`src/rtl/sdram_lp_seq.sv`:
```
module sdram_lp_seq #(
  parameter int T_RC   = 8,
  parameter int T_RP   = 3,
  parameter int PD_MAX = 1500
) (
  input  logic clk,
  input  logic rst_n,
  input  logic ar_req,
  input  logic sr_req,
  input  logic sr_exit,
  input  logic pd_req,
  input  logic pd_exit,
  input  logic row_opened,
  output logic clk_en_o,
  output logic row_strobe_n,
  output logic col_strobe_n,
  output logic wr_en_n,
  output logic ap_all,
  output logic acc_ready
);
  localparam int MX1  = (T_RC > T_RP) ? T_RC : T_RP;
  localparam int MAXC = (MX1 > PD_MAX) ? MX1 : PD_MAX;
  localparam int CW   = $clog2(MAXC + 1);
  localparam logic [CW-1:0] RC_LD  = CW'(T_RC - 1);
  localparam logic [CW-1:0] RP_LD  = CW'(T_RP - 1);
  localparam logic [CW-1:0] PD_END = CW'(PD_MAX - 1);
  localparam logic [CW-1:0] PD_LIM = CW'(PD_MAX);

  typedef enum logic [2:0] {S_IDLE, S_PREW, S_RCW, S_SREF, S_PDN} st_t;

  st_t           st;
  logic [CW-1:0] cnt;
  logic          ar_p, sr_p, pd_p, open_q;

  wire any_p = ar_p | sr_p | pd_p;
  wire nop   = row_strobe_n & col_strobe_n & wr_en_n;

  assign acc_ready = (st == S_IDLE) & ~(any_p | ar_req | sr_req | pd_req);

  always_ff @(posedge clk) begin
    if (!rst_n) begin
      st           <= S_IDLE;
      cnt          <= '0;
      ar_p         <= 1'b0;
      sr_p         <= 1'b0;
      pd_p         <= 1'b0;
      open_q       <= 1'b0;
      clk_en_o     <= 1'b1;
      row_strobe_n <= 1'b1;
      col_strobe_n <= 1'b1;
      wr_en_n      <= 1'b1;
      ap_all       <= 1'b0;
    end else begin
      row_strobe_n <= 1'b1;
      col_strobe_n <= 1'b1;
      wr_en_n      <= 1'b1;
      ap_all       <= 1'b0;
      ar_p         <= ar_p | ar_req;
      sr_p         <= sr_p | sr_req;
      pd_p         <= pd_p | pd_req;
      open_q       <= open_q | row_opened;
      case (st)
        S_IDLE: if (any_p) begin
          if (open_q) begin
            row_strobe_n <= 1'b0;
            wr_en_n      <= 1'b0;
            ap_all       <= 1'b1;
            open_q       <= row_opened;
            cnt          <= RP_LD;
            st           <= S_PREW;
          end else if (ar_p) begin
            row_strobe_n <= 1'b0;
            col_strobe_n <= 1'b0;
            ar_p         <= ar_req;
            cnt          <= RC_LD;
            st           <= S_RCW;
          end else if (sr_p) begin
            row_strobe_n <= 1'b0;
            col_strobe_n <= 1'b0;
            clk_en_o     <= 1'b0;
            sr_p         <= sr_req;
            st           <= S_SREF;
          end else begin
            clk_en_o <= 1'b0;
            pd_p     <= pd_req;
            cnt      <= '0;
            st       <= S_PDN;
          end
        end
        S_PREW, S_RCW: begin
          if (cnt <= CW'(1)) st <= S_IDLE;
          else cnt <= cnt - 1'b1;
        end
        S_SREF: if (sr_exit) begin
          clk_en_o <= 1'b1;
          cnt      <= RC_LD;
          st       <= S_RCW;
        end
        S_PDN: begin
          if (pd_exit || ar_p || sr_p || cnt == PD_END) begin
            clk_en_o <= 1'b1;
            st       <= S_IDLE;
          end else cnt <= cnt + 1'b1;
        end
        default: st <= S_IDLE;
      endcase
    end
  end

  wire ref_cmd = ~row_strobe_n & ~col_strobe_n & wr_en_n;
  wire pre_cmd = ~row_strobe_n & col_strobe_n & ~wr_en_n;

  a_r1_ready_idle_pins: assert property (@(posedge clk) disable iff (!rst_n)
    acc_ready |-> (clk_en_o && nop));

  a_r3_refresh_banks_closed: assert property (@(posedge clk) disable iff (!rst_n)
    ref_cmd |-> !$past(open_q));

  a_r3_precharge_wait: assert property (@(posedge clk) disable iff (!rst_n)
    pre_cmd |=> (nop && !acc_ready));

  a_r4_rc_gap_after_refresh: assert property (@(posedge clk) disable iff (!rst_n)
    (ref_cmd && clk_en_o) |=> (nop && !acc_ready));

  a_r5_low_power_nop: assert property (@(posedge clk) disable iff (!rst_n)
    (!clk_en_o && !$fell(clk_en_o)) |-> (nop && !acc_ready));

  a_r9_dwell_bound: assert property (@(posedge clk) disable iff (!rst_n)
    (st == S_PDN) |-> (cnt < PD_LIM));
endmodule

```
`config.mk`:
```
export PLATFORM = sky130hd
export DESIGN_NAME = sdram_lp_seq
export DESIGN_NICKNAME = d
export VERILOG_FILES = /design/src/rtl/sdram_lp_seq.sv
export SDC_FILE = /design/constraint.sdc
export NUM_CORES = 1
export LEC_CHECK = 0
export CAP_MARGIN = 20
export CORE_ASPECT_RATIO = 0.5
export CORE_MARGIN = 8
export CORE_UTILIZATION = 38
export DETAILED_ROUTE_END_ITERATION = 10
export SYNTH_ARGS = -nofsm -noshare
export SYNTH_HDL_FRONTEND = slang
export SYNTH_SLANG_ARGS = --single-unit
```
`constraint.sdc`:
```
create_clock -name clk -period 1.9 [get_ports clk]
set_input_delay 0.285 -clock clk [delete_from_list [all_inputs] [get_ports clk]]
set_output_delay 0.285 -clock clk [all_outputs]
set_load 0.02 [all_outputs]
```
Yosys cells after proc, flatten, opt, wreduce, memory -nomap -nowiden:

Index checks and enable logic that the tools add are counted.

* add/sub/neg operators: 2
* magnitude comparators: 1
* equal/unequal tests: 14
* muxes and demuxes: 44
* bitwise operators: 14
* reduce and logical (&&, ||, !) cells: 12

Operator list (count)
* two-way mux 11 bit: 7
* case mux 11 bit (4 select lines): 1
* two-way mux 1 bit: 27
* two-way mux 3 bit: 7
* inequality test 2 bit (second input constant): 8
* case mux 3 bit (4 select lines): 1
* AND reduction 6 bit: 2
* adder 11 x 1 -> 11 bit (second input constant): 1
* equality test 11 bit (second input constant): 1
* less-or-equal comparator 11 x 1 -> 1 bit (second input constant): 1
* subtractor 11 x 1 -> 11 bit (second input constant): 1
* OR 1 bit: 9
* equality test 3 x 2 -> 1 bit (second input constant): 2
* inequality test 4 bit (second input constant): 1
* inverter 1 bit: 4
* AND reduction 4 bit: 1
* nonzero test 4 bit: 1
* OR reduction 4 bit: 1
* equality test 3 x 1 -> 1 bit (second input constant): 1
* equality test 3 bit (second input constant): 1
* logical NOT 3 bit: 1
* logical OR 1 bit: 3
* case mux 1 bit (3 select lines): 1
* AND reduction 3 bit: 1
* other kinds (3): 3

* bits in registers: 23
* output and inout bits: 6
* word-level logic and storage cells: 98

Logic depth before layout (Yosys ltp):

Gate-level depths: netlist (run 1).

* depth in word-level cells: 7
* mapped depth: 8

Least setup slack after synthesis (run 1):

OpenSTA, ideal clock, no wires.

* path type: register to register
* from: register cnt[1]
* to: register st[0]
* arrival: 1.716 ns
* data required time: 1.827 ns
* setup slack: 0.110 ns
* stages on the path, launching flop included: 7
* buffers on the path: 0
* period minus slack after synthesis: 1.790 ns
* path through: dfxtp_1 ha_1 nand3b_1 nor4b_2 o22ai_1 or4_1 a21oi_1

* cells in the longest elaborated chain, start to end: 4
* elaborated cells on any way between the ends: 6
* those cells by class: 1 x order compare; 3 x eq/ne; 2 x reduce/logical

Ends and longest elaborated chain
* start, declared: RTL line 32 `logic [CW-1:0] cnt;`
* start signal, assigned: RTL line 92 `else cnt <= cnt - 1'b1;`
* start signal, assigned: RTL line 103 `end else cnt <= cnt + 1'b1;`
* branches (longest 3 deep; another with less-or-equal comparator 11 x 1 -> 1 bit)
* AND reduction 4 bit (no line) *
* end signal, assigned: RTL line 97 `st <= S_RCW;`
* end signal, assigned: RTL line 102 `st <= S_IDLE;`
* end signal, assigned: RTL line 105 `default: st <= S_IDLE;`
* end, declared: RTL line 31 `st_t st;`

Mark *: on every way between the ends.
A chain may end at the register's enable or synchronous reset.

Worst setup path in the final report (run 1):

* from: register cnt[3]
* to: register st[0]

The elaborated chain is that of the path after synthesis.

==> results of run 1 <==
[logic make-up (layout without fill, tap and decap cells)]
family	Yosys count	after routing	synth area share
AND/OR/NAND/NOR	111	111	0.324
AO/OA/AOI/OAI	55	55	0.201
buffers and inverters	31	73	0.0917
flip-flops	23	23	0.246
multiplexers	14	14	0.0897
XOR/XNOR	5	5	0.0274
adder cells (fa/ha/maj)	3	3	0.0201
[worst reg2reg max path: cells and delay by family, from the launching register on]
family	cells	cell delay, ns
flip-flops	1	0.36
AO/OA/AOI/OAI	2	0.36
AND/OR/NAND/NOR	3	1.12
[synth_stat cells (all sizes together) (4+ instances only)]
cell type  number
nand2          27
nor2           27
dfxtp          23
a21oi          14
buf            13
o21ai          12
nor3           11
clkbuf         10
mux2i          10
inv             7
nand3           7
or3             6
and3            5
nor4            5
a22o            4
or4             4
xnor2           4
[routing by layer]
layer  vias to the layer above  GRT usage  wire (um)
met3                         6     0.0293        371
met2                        75      0.227       2490
met5                         -          0          0
li1                        963          -          -
met1                       910      0.179       2430
met4                         0     0.0405         61
[report_power, final]
| group | switching (W) | total [W] | internal [W] |
|---|---|---|---|
| sequential | 0.000126 | 0.000720 | 0.000593 |
| clock | 0.000152 | 0.000302 | 0.000150 |
| combinational | 0.00126 | 0.00252 | 0.00126 |
[worst max-delay path by stage]
stage	slack, ns	endpoint
after floorplan	0.11	st[0]
after global placement	-0.20	cnt[10]
after detailed placement	-0.23	cnt[10]
after CTS	0.008	cnt[10]
after global routing	-0.08	st[0]
final	-0.003	st[0]
[what timing repair did]
| item | CTS | global route |
|---|---|---|
| pin swaps | 0 | 4 |
| setup endpoints to repair | 2 | 11 |
| cloned | 0 | 0 |
| hold buffers | 0 | 0 |
| buffers inserted | 0 | 5 |
| gates resized for setup | 2 | 21 |
[final cells by class]
| type | count | area share |
|---|---|---|
| multi-input combinational | 188 | 0.535 |
| timing repair buffer | 61 | 0.207 |
| sequential | 23 | 0.191 |
| tap | 70 | 0.0359 |
| clock buffer | 4 | 0.0185 |
| inverter | 8 | 0.0123 |
[cells in the final DEF (no fill, tap or decap), types with 7 or more instances in the layout]
cell and instances:
clkdlybuf4s50_1 12, nand2_1 27, buf_4 45, dfxtp_1 19, nand3_1 7, inv_1 7, nor2_1 25, a21oi_1 13
o21ai_0 10, mux2i_1 10, nor3_1 9
[state kept, by name (all words and copies together) (netlist names)]
| signal | count |
|---|---|
| sr_p | 1 |
| clk_en_o | 1 |
| col_strobe_n | 1 |
| row_strobe_n | 1 |
| ap_all | 1 |
| open_q | 1 |
| wr_en_n | 1 |
| st | 3 |
| ar_p | 1 |
| cnt | 11 |
| pd_p | 1 |
[metrics by stage]
stage / setup TNS (ns) / std cells / util
final: -0.00262 / 354 / 0.503
after global placement: -1.66 / 345 / 0.468
after detailed placement: -1.84 / 345 / 0.468
after global routing: -0.367 / 354 / 0.503
after CTS: 0 / 349 / 0.479
after floorplan: 0 / 242 / -
==> run_results.csv, run 1 <==
group,metric,value,unit
run_status,status,"finished, violations left",
run_status,violations,"setup timing",
global_route,grt_max_degree,14,
synth,synth_edf_count,0,
synth,yosys_most_used_dff,"dfxtp_1",
clocking,root_buffer,"clkbuf_8",
synth,synth.ff_latch_count,23,
critical_path,slowest_stage,"or4_1",
min_path,hp-start,"clk_en_o",
synth,synth_top_area_share,0.246,
floorplanning,die_y,65.6,um
timing,rsz0062_at_grt,"true",
critical_path,worst_setup_path_end_kind,"flip-flop",
floorplanning,die_x,115,um
timing,final_max_slew_viol_count,0,
min_path,hold_depth,2,
routing,first_pass_iters,5,
placed_design,place_area,2270,um2
clocking,h-tree-depth,1,
synth,synth_area_leaders,"dfxtp_1, nand2_1, mux2i_1",
cells_and_area,fillCellCount,455,
routing,via_per_inst,5.52,
cells_and_area,finalInstanceArea,2440,um2
min_path,hold_end,"clk_en_o",
timing,max_freq,0.526,GHz
critical_path,cp_num_buf_inv,0,
floorplanning,dieArea,7560,um2
routing,postRouteWirelength,5350,um
global_route,grt-ovfl-total,0,
timing,whs,0.512,ns
placed_design,port-buffer-count,13,
clocking,clock-sinks,23,
timing,relSlewSlack,0.693,
timing,finalCritPeriodShare,1.00,
synth,async_reset_ff_frac,0,
synth,synth_cell_types,62,
critical_path,critPathMaxStageDelay,0.56,ns
clocking,clk_latency,0.26,ns
power_and_ir_drop,power.total,0.00355,W
cells_and_area,regArea,465,um2
synth,yosysSeqAreaShare,0.246,
global_route,grt_usage,0.138,
global_route,grt_pass1_vias,1755,
critical_path,path_class,"flip-flop to flip-flop",
timing,setup_violations,1,
cells_and_area,n_antenna_cell,0,
synth,syn_inst,242,
floorplanning,core-area,4840,um2
cells_and_area,layout.nets,296,
clocking,cts_tree,"built",
timing,fin_crit,1.90,ns
synth,synth_largest_area_cell,"dfxtp_1",
synth,avgSynthCellArea,7.72,um2
floorplanning,rows,18,
routing,num_vias,1954,
global_route,antenna_found_initial,0,
clocking,cts_made_buffers,3,
clocking,clkTransAtPathRegs,0.08,ns
timing,fin_skew,0.00171,ns
power_and_ir_drop,p_leak,0.957,nW
timing,setup_ws,-0.00262,ns
power_and_ir_drop,power.density,1450,nW/um2
clocking,clockBufferDepth,2,
critical_path,crit_fanout,4,
timing,worst_slew_pin_slew,0.454,ns
critical_path,critPathTopFamily,"simple AND/OR/NAND/NOR gates",
routing,drc,0,
global_route,grt_pass1_wl,8560,um
cells_and_area,layout-drive-gt1-share,0.275,
critical_path,worstPathArrival,2.10,ns
placed_design,place_ws,-0.232,ns
routing,first_iter_violations,152,
cells_and_area,syn2layout_area_growth,30.4,%
min_path,hold_path.class,"flip-flop to flip-flop",
critical_path,worst-path-stages,5,
synth,netlist_area,1870,um2
synth,ys_warn_count,0,
floorplanning,start_util,0.386,
cells_and_area,multi_input_area,1300,um2
critical_path,r2r_cells,5,
critical_path,required,2.10,ns
timing,finalHoldViolCount,0,
floorplanning,ioPinCount,14,
critical_path,startpoint,"cnt[3]",
routing,wl_per_cell,15.1,um
placed_design,gp_congestion,0.959,
critical_path,worst_r2r_endpoint,"st[0]",
flow_run,max-cap-violations,0,
placed_design,place_hpwl,4010,um
critical_path,r2r_start,"cnt[3]",
synth,synth_nets,253,
routing,ant_nets,0,
critical_path,worst_setup_path_start_kind,"flip-flop",
critical_path,crit_chain,"nor4_4 -> o2111ai_1 -> and2_4 -> or4_1 -> a21oi_2",
power_and_ir_drop,ir_drop,0.000871,V
critical_path,rrSetupSlack,-0.003,ns
No activity file was read; power rests on OpenSTA's default activity.
==> run 2: changes to the inputs <==
--- a/config.mk
+++ b/config.mk
@@ -7,9 +7,10 @@
 export LEC_CHECK = 0
 export CAP_MARGIN = 20
 export CORE_ASPECT_RATIO = 0.5
-export CORE_MARGIN = 8
-export CORE_UTILIZATION = 38
+export CORE_MARGIN = 5
+export CORE_UTILIZATION = 51
 export DETAILED_ROUTE_END_ITERATION = 10
+export PLACE_DENSITY = 0.74
 export SYNTH_ARGS = -nofsm -noshare
 export SYNTH_HDL_FRONTEND = slang
 export SYNTH_SLANG_ARGS = --single-unit
==> run 2 against run 1 <==
The run now ends clean. Cell count is 8.2% lower. Sequential share of layout area is 0.71 points higher. Clock skew is 0.0029 ns higher. Utilization is 17 points higher. Combinational power is 4% lower. Critical path depth is 1 higher. First-iteration DRC count is 9.9% higher. Worst setup slack better by 0.0039 ns. Count of clock-buffer cells in the layout stayed put. Largest cell class unchanged. Highest routed layer unchanged.
==> run_results.csv, run 2 (synthesis results as in run 1) <==
group,metric,value,unit
power_and_ir_drop,p_leak,0.915,nW
placed_design,place_hpwl,3790,um
timing,fin_crit,1.90,ns
global_route,grt_pass1_wl,8770,um
critical_path,startpoint,"cnt[0]",
timing,relSlewSlack,0.715,
floorplanning,core-area,3490,um2
clocking,root_buffer,"clkbuf_8",
critical_path,crit_fanout,10,
timing,fin_skew,0.00460,ns
routing,via_per_inst,6.06,
cells_and_area,reg.largest.list,"cnt (11), st (3)",
routing,first_pass_iters,5,
power_and_ir_drop,ir_drop,0.000984,V
min_path,hold_path.class,"flip-flop to flip-flop",
clocking,clkTransAtPathRegs,0.08,ns
global_route,grt_max_degree,19,
timing,worst_slew_pin_slew,0.421,ns
cells_and_area,layout-drive-gt1-share,0.259,
timing,setup_tns,0,ns
routing,drc,0,
critical_path,worst_setup_path_end_kind,"flip-flop",
cells_and_area,fillCellCount,272,
cells_and_area,n_antenna_cell,0,
flow_run,max-cap-violations,0,
critical_path,required,2.05,ns
routing,wl_per_cell,16.3,um
clocking,h-tree-depth,1,
floorplanning,die_y,52.8,um
critical_path,critPathMaxStageDelay,0.41,ns
routing,num_vias,1971,
floorplanning,rows,15,
clocking,clk_latency,0.26,ns
timing,final_max_slew_viol_count,0,
cells_and_area,largest_reg_flops,11,
timing,finalCritPeriodShare,0.999,
cells_and_area,layout_common_cells,"buf_4, nand2_1, nor2_1",
global_route,grt-ovfl-total,0,
routing,first_iter_violations,167,
global_route,grt_pass1_vias,1838,
critical_path,r2r_start,"cnt[0]",
cells_and_area,multi_input_area,1330,um2
clocking,clockBufferDepth,2,
floorplanning,start_util,0.535,
cells_and_area,layout.nets,286,
cells_and_area,syn2layout_area_growth,25.7,%
cells_and_area,regArea,465,um2
power_and_ir_drop,power.total,0.00344,W
routing,postRouteWirelength,5280,um
power_and_ir_drop,power.density,1460,nW/um2
timing,finalHoldViolCount,0,
critical_path,slowest_stage,"or3_4",
floorplanning,dieArea,5050,um2
clocking,cts_tree,"built",
timing,rsz0062_at_grt,"true",
global_route,antenna_found_initial,0,
timing,setup_violations,0,
global_route,grt_usage,0.221,
critical_path,cp_num_buf_inv,1,
placed_design,gp_congestion,0.886,
cells_and_area,fin_util,0.673,
cells_and_area,top_register,"cnt",
timing,max_freq,0.527,GHz
critical_path,worst_setup_path_start_kind,"flip-flop",
critical_path,crit_chain,"buf_4 -> or3_4 -> or3_1 -> a22o_1 -> a22oi_1 -> mux2i_1",
placed_design,port-buffer-count,13,
clocking,cts_made_buffers,3,
critical_path,path_class,"flip-flop to flip-flop",
floorplanning,ioPinCount,14,
min_path,hp-start,"cnt[8]",
critical_path,critPathTopFamily,"simple AND/OR/NAND/NOR gates",
clocking,clock-sinks,23,
floorplanning,die_x,95.6,um
critical_path,worstPathArrival,2.05,ns
cells_and_area,layout_commonest_cell,"buf_4",
run_status,status,"completed",
routing,ant_nets,0,
==> run 2: changes by cell type in the layout (fill, tap and decap cells not counted), sizes merged <==
cell | before | now
buf | 48 | 37
or3 | 6 | 7
==> run 2: repair_timing <==
action | in CTS | in global routing
hold buffers | 0 | 0
pin swaps | 0 | 4
setup endpoints to repair | 3 | 14
resized for setup | 2 | 24
setup buffers | 0 | 1
cloned | 0 | 1
==> run 2: worst paths after layout <==
check            to  slack (ns)  depth (start not counted)
min reg2reg  cnt[8]        0.50                          2
max          cnt[5]       0.001                          6
min          cnt[8]        0.50                          2
max reg2reg  cnt[5]       0.001                          6
==> run 2: tightest hold or removal path: stages, from the launching register on <==
cell	delay [ns]
dfxtp_1	0.34
nand2_1	0.06
mux2i_1	0.05
==> run 2: power by group <==
group / total, W / switching [W] / leakage [nW] / internal [W]
logic: 0.00241 / 0.00125 / 0.702 / 0.00116
clock network: 0.000307 / 0.000157 / 0.0228 / 0.000150
registers: 0.000721 / 0.000129 / 0.190 / 0.000592
total: 0.00344 / 0.00154 / 0.915 / 0.00191
==> run 2: area by class of cell <==
cell class	instances	share of cell area
inverter	8	0.0128
sequential	23	0.198
tap	51	0.0272
multi-input combinational	189	0.564
clock buffer	4	0.0192
timing repair buffer	50	0.178
==> run 2: routing by layer <==
layer,global-route usage,routed length [um],part of all wire
met1,0.292,2380,0.45
met2,0.372,2430,0.46
met3,0.0387,378,0.072
met4,0.0613,90,0.017
met5,0,0,0
==> run 2: metrics by stage <==
stage | worst slack, ns | cells | cell area [um2] | hold slack (ns)
6_report | 0.00132 | 325 | 2350 | 0.498
4_1_cts | 0.00542 | 323 | 2250 | 0.496
2_1_floorplan | 0.110 | 242 | 1870 | 0.402
5_1_grt | -0.0698 | 325 | 2350 | 0.543
3_5_place_dp | -0.216 | 319 | 2200 | 0.484
3_3_place_gp | -0.201 | 319 | 2200 | 0.484
==> run 3: changes to the inputs <==
--- a/config.mk
+++ b/config.mk
@@ -6,11 +6,13 @@
 export NUM_CORES = 1
 export LEC_CHECK = 0
 export CAP_MARGIN = 20
+export CELL_PAD_IN_SITES_DETAIL_PLACEMENT = 0
+export CELL_PAD_IN_SITES_GLOBAL_PLACEMENT = 1
 export CORE_ASPECT_RATIO = 0.5
-export CORE_MARGIN = 5
-export CORE_UTILIZATION = 51
+export CORE_MARGIN = 2
+export CORE_UTILIZATION = 39
 export DETAILED_ROUTE_END_ITERATION = 10
-export PLACE_DENSITY = 0.74
+export PLACE_DENSITY_LB_ADDON = 0.1
 export SYNTH_ARGS = -nofsm -noshare
 export SYNTH_HDL_FRONTEND = slang
 export SYNTH_SLANG_ARGS = --single-unit
==> run 3 against run 2 <==
Clock skew up 0.0015 ns. First-iteration DRC count down 48%. Largest power group unchanged. Sequential share of layout area down 1.0 points. Register-to-register slack about the same. The flow now finishes with violations (setup timing). Worst hold slack better by 0.0014 ns. Sequential power about the same. Largest cell class unchanged. Utilization down 12 points. Critical endpoint is now st[0].
==> run_results.csv, run 3 (synthesis results as in run 1) <==
group,metric,value,unit
run_status,status,"finished, violations left",
run_status,violations,"setup timing",
timing,relSlewSlack,0.721,
critical_path,crit_chain,"ha_4 -> nand3b_1 -> nor4b_4 -> o22ai_2 -> or4_1 -> a21oi_2",
cells_and_area,multi_input_area,1340,um2
cells_and_area,top_register,"cnt",
cells_and_area,final_cell_count_no_fill,352,
floorplanning,dieArea,5400,um2
timing,fin_crit,1.90,ns
critical_path,slowest_stage,"or4_1",
timing,rsz0062_at_grt,"true",
floorplanning,ioPinCount,14,
timing,setup_violations,1,
cells_and_area,layout_common_cells,"buf_4, nand2_1, nor2_1",
timing,fin_skew,0.00609,ns
critical_path,crit_fanout,4,
timing,finalHoldViolCount,0,
clocking,cts_made_buffers,3,
critical_path,path_class,"flip-flop to flip-flop",
floorplanning,die_y,53.0,um
floorplanning,rows,17,
cells_and_area,syn2layout_area_growth,32.8,%
floorplanning,core-area,4510,um2
routing,postRouteWirelength,5470,um
routing,first_pass_iters,4,
timing,setup_tns,-0.00289,ns
routing,via_per_inst,5.52,
floorplanning,die_x,102,um
global_route,grt_pass1_vias,1817,
timing,finalCritPeriodShare,1.00,
flow_run,max-cap-violations,0,
clocking,clk_latency,0.26,ns
power_and_ir_drop,p_leak,0.979,nW
cells_and_area,regArea,467,um2
clocking,h-tree-depth,1,
critical_path,required,2.10,ns
power_and_ir_drop,ir_drop,0.000574,V
placed_design,place_hpwl,4060,um
routing,drc,0,
global_route,grt_max_degree,14,
critical_path,r2r_cells,6,
critical_path,worst_setup_path_end_kind,"flip-flop",
placed_design,port-buffer-count,13,
routing,ant_nets,0,
cells_and_area,reg.largest.list,"cnt (11), st (3)",
cells_and_area,layout_commonest_cell,"buf_4",
min_path,hold_path.class,"flip-flop to flip-flop",
routing,num_vias,1944,
floorplanning,start_util,0.415,
timing,final_max_slew_viol_count,0,
critical_path,worst_setup_path_start_kind,"flip-flop",
timing,setup_ws,-0.00289,ns
critical_path,worstPathArrival,2.11,ns
critical_path,critPathMaxStageDelay,0.51,ns
global_route,grt_pass1_wl,8860,um
clocking,clkTransAtPathRegs,0.08,ns
cells_and_area,layout.nets,298,
power_and_ir_drop,power.density,1430,nW/um2
cells_and_area,n_antenna_cell,0,
cells_and_area,fillCellCount,461,
global_route,grt_usage,0.215,
timing,max_freq,0.526,GHz
global_route,grt-ovfl-total,0,
routing,first_iter_violations,87,
global_route,antenna_found_initial,0,
cells_and_area,layout-drive-gt1-share,0.308,
clocking,clockBufferDepth,2,
cells_and_area,largest_reg_flops,11,
min_path,hold_depth,2,
placed_design,gp_congestion,0.846,
timing,whs,0.499,ns
timing,worst_slew_pin_slew,0.417,ns
clocking,clock-sinks,23,
placed_design,dp.cells,342,
clocking,cts_tree,"built",
routing,wl_per_cell,15.5,um
clocking,root_buffer,"clkbuf_8",
[run 3: changes by cell type in the layout (fill, tap and decap cells not counted), sizes merged]
cell / change
buf: +13
or3: -1
[run 3: path summary, 6_finish.rpt]
path	start	end	slack [ns]
setup / recovery	cnt[0]	st[0]	-0.003
hold / removal	clk_en_o	clk_en_o	0.50
setup reg to reg	cnt[0]	st[0]	-0.003
hold reg to reg	clk_en_o	clk_en_o	0.50
[run 3: metrics by stage]
step | area (um2) | power (W) | worst slack (ns) | utilization
after floorplan | 1870 | 0.00226 | 0.110 | -
after global placement | 2270 | 0.00290 | -0.220 | 0.504
after detailed placement | 2270 | 0.00291 | -0.258 | 0.504
after CTS | 2360 | 0.00337 | 0.0152 | 0.523
after global routing | 2480 | 0.00384 | -0.0760 | 0.550
final | 2480 | 0.00355 | -0.00289 | 0.550
[run 3: layer usage]
metal / part of all wire / track usage
met1: 0.48 / 0.284
met2: 0.46 / 0.372
met3: 0.051 / 0.0462
met4: 0.0099 / 0.0333
met5: 0 / 0
[run 3: what timing repair did]
action,in CTS,in global routing
resized for setup,4,26
cloned,0,0
hold buffers,0,0
setup buffers,2,4
endpoints found under the setup margin,4,14
pin swaps,1,4
[run 3: critical path: cells and delay by family (launching register included)]
family                   cells  cell delay, ns
flip-flops                   1            0.36
adder cells (fa/ha/maj)      1            0.14
AO/OA/AOI/OAI                2            0.28
AND/OR/NAND/NOR              3            1.05
[run 3: where the power goes]
part	switching, W	total, W	leakage (nW)	internal, W
combinational	0.00125	0.00253	0.766	0.00127
clock	0.000158	0.000307	0.0228	0.000150
sequential	0.000125	0.000719	0.191	0.000594
total	0.00154	0.00355	0.979	0.00202
[run 3: cell type report]
| type | count | share of cell area |
|---|---|---|
| multi-input combinational | 188 | 0.539 |
| clock buffer | 4 | 0.0181 |
| tap | 66 | 0.0333 |
| inverter | 8 | 0.0121 |
| sequential | 23 | 0.188 |
| timing repair buffer | 63 | 0.210 |
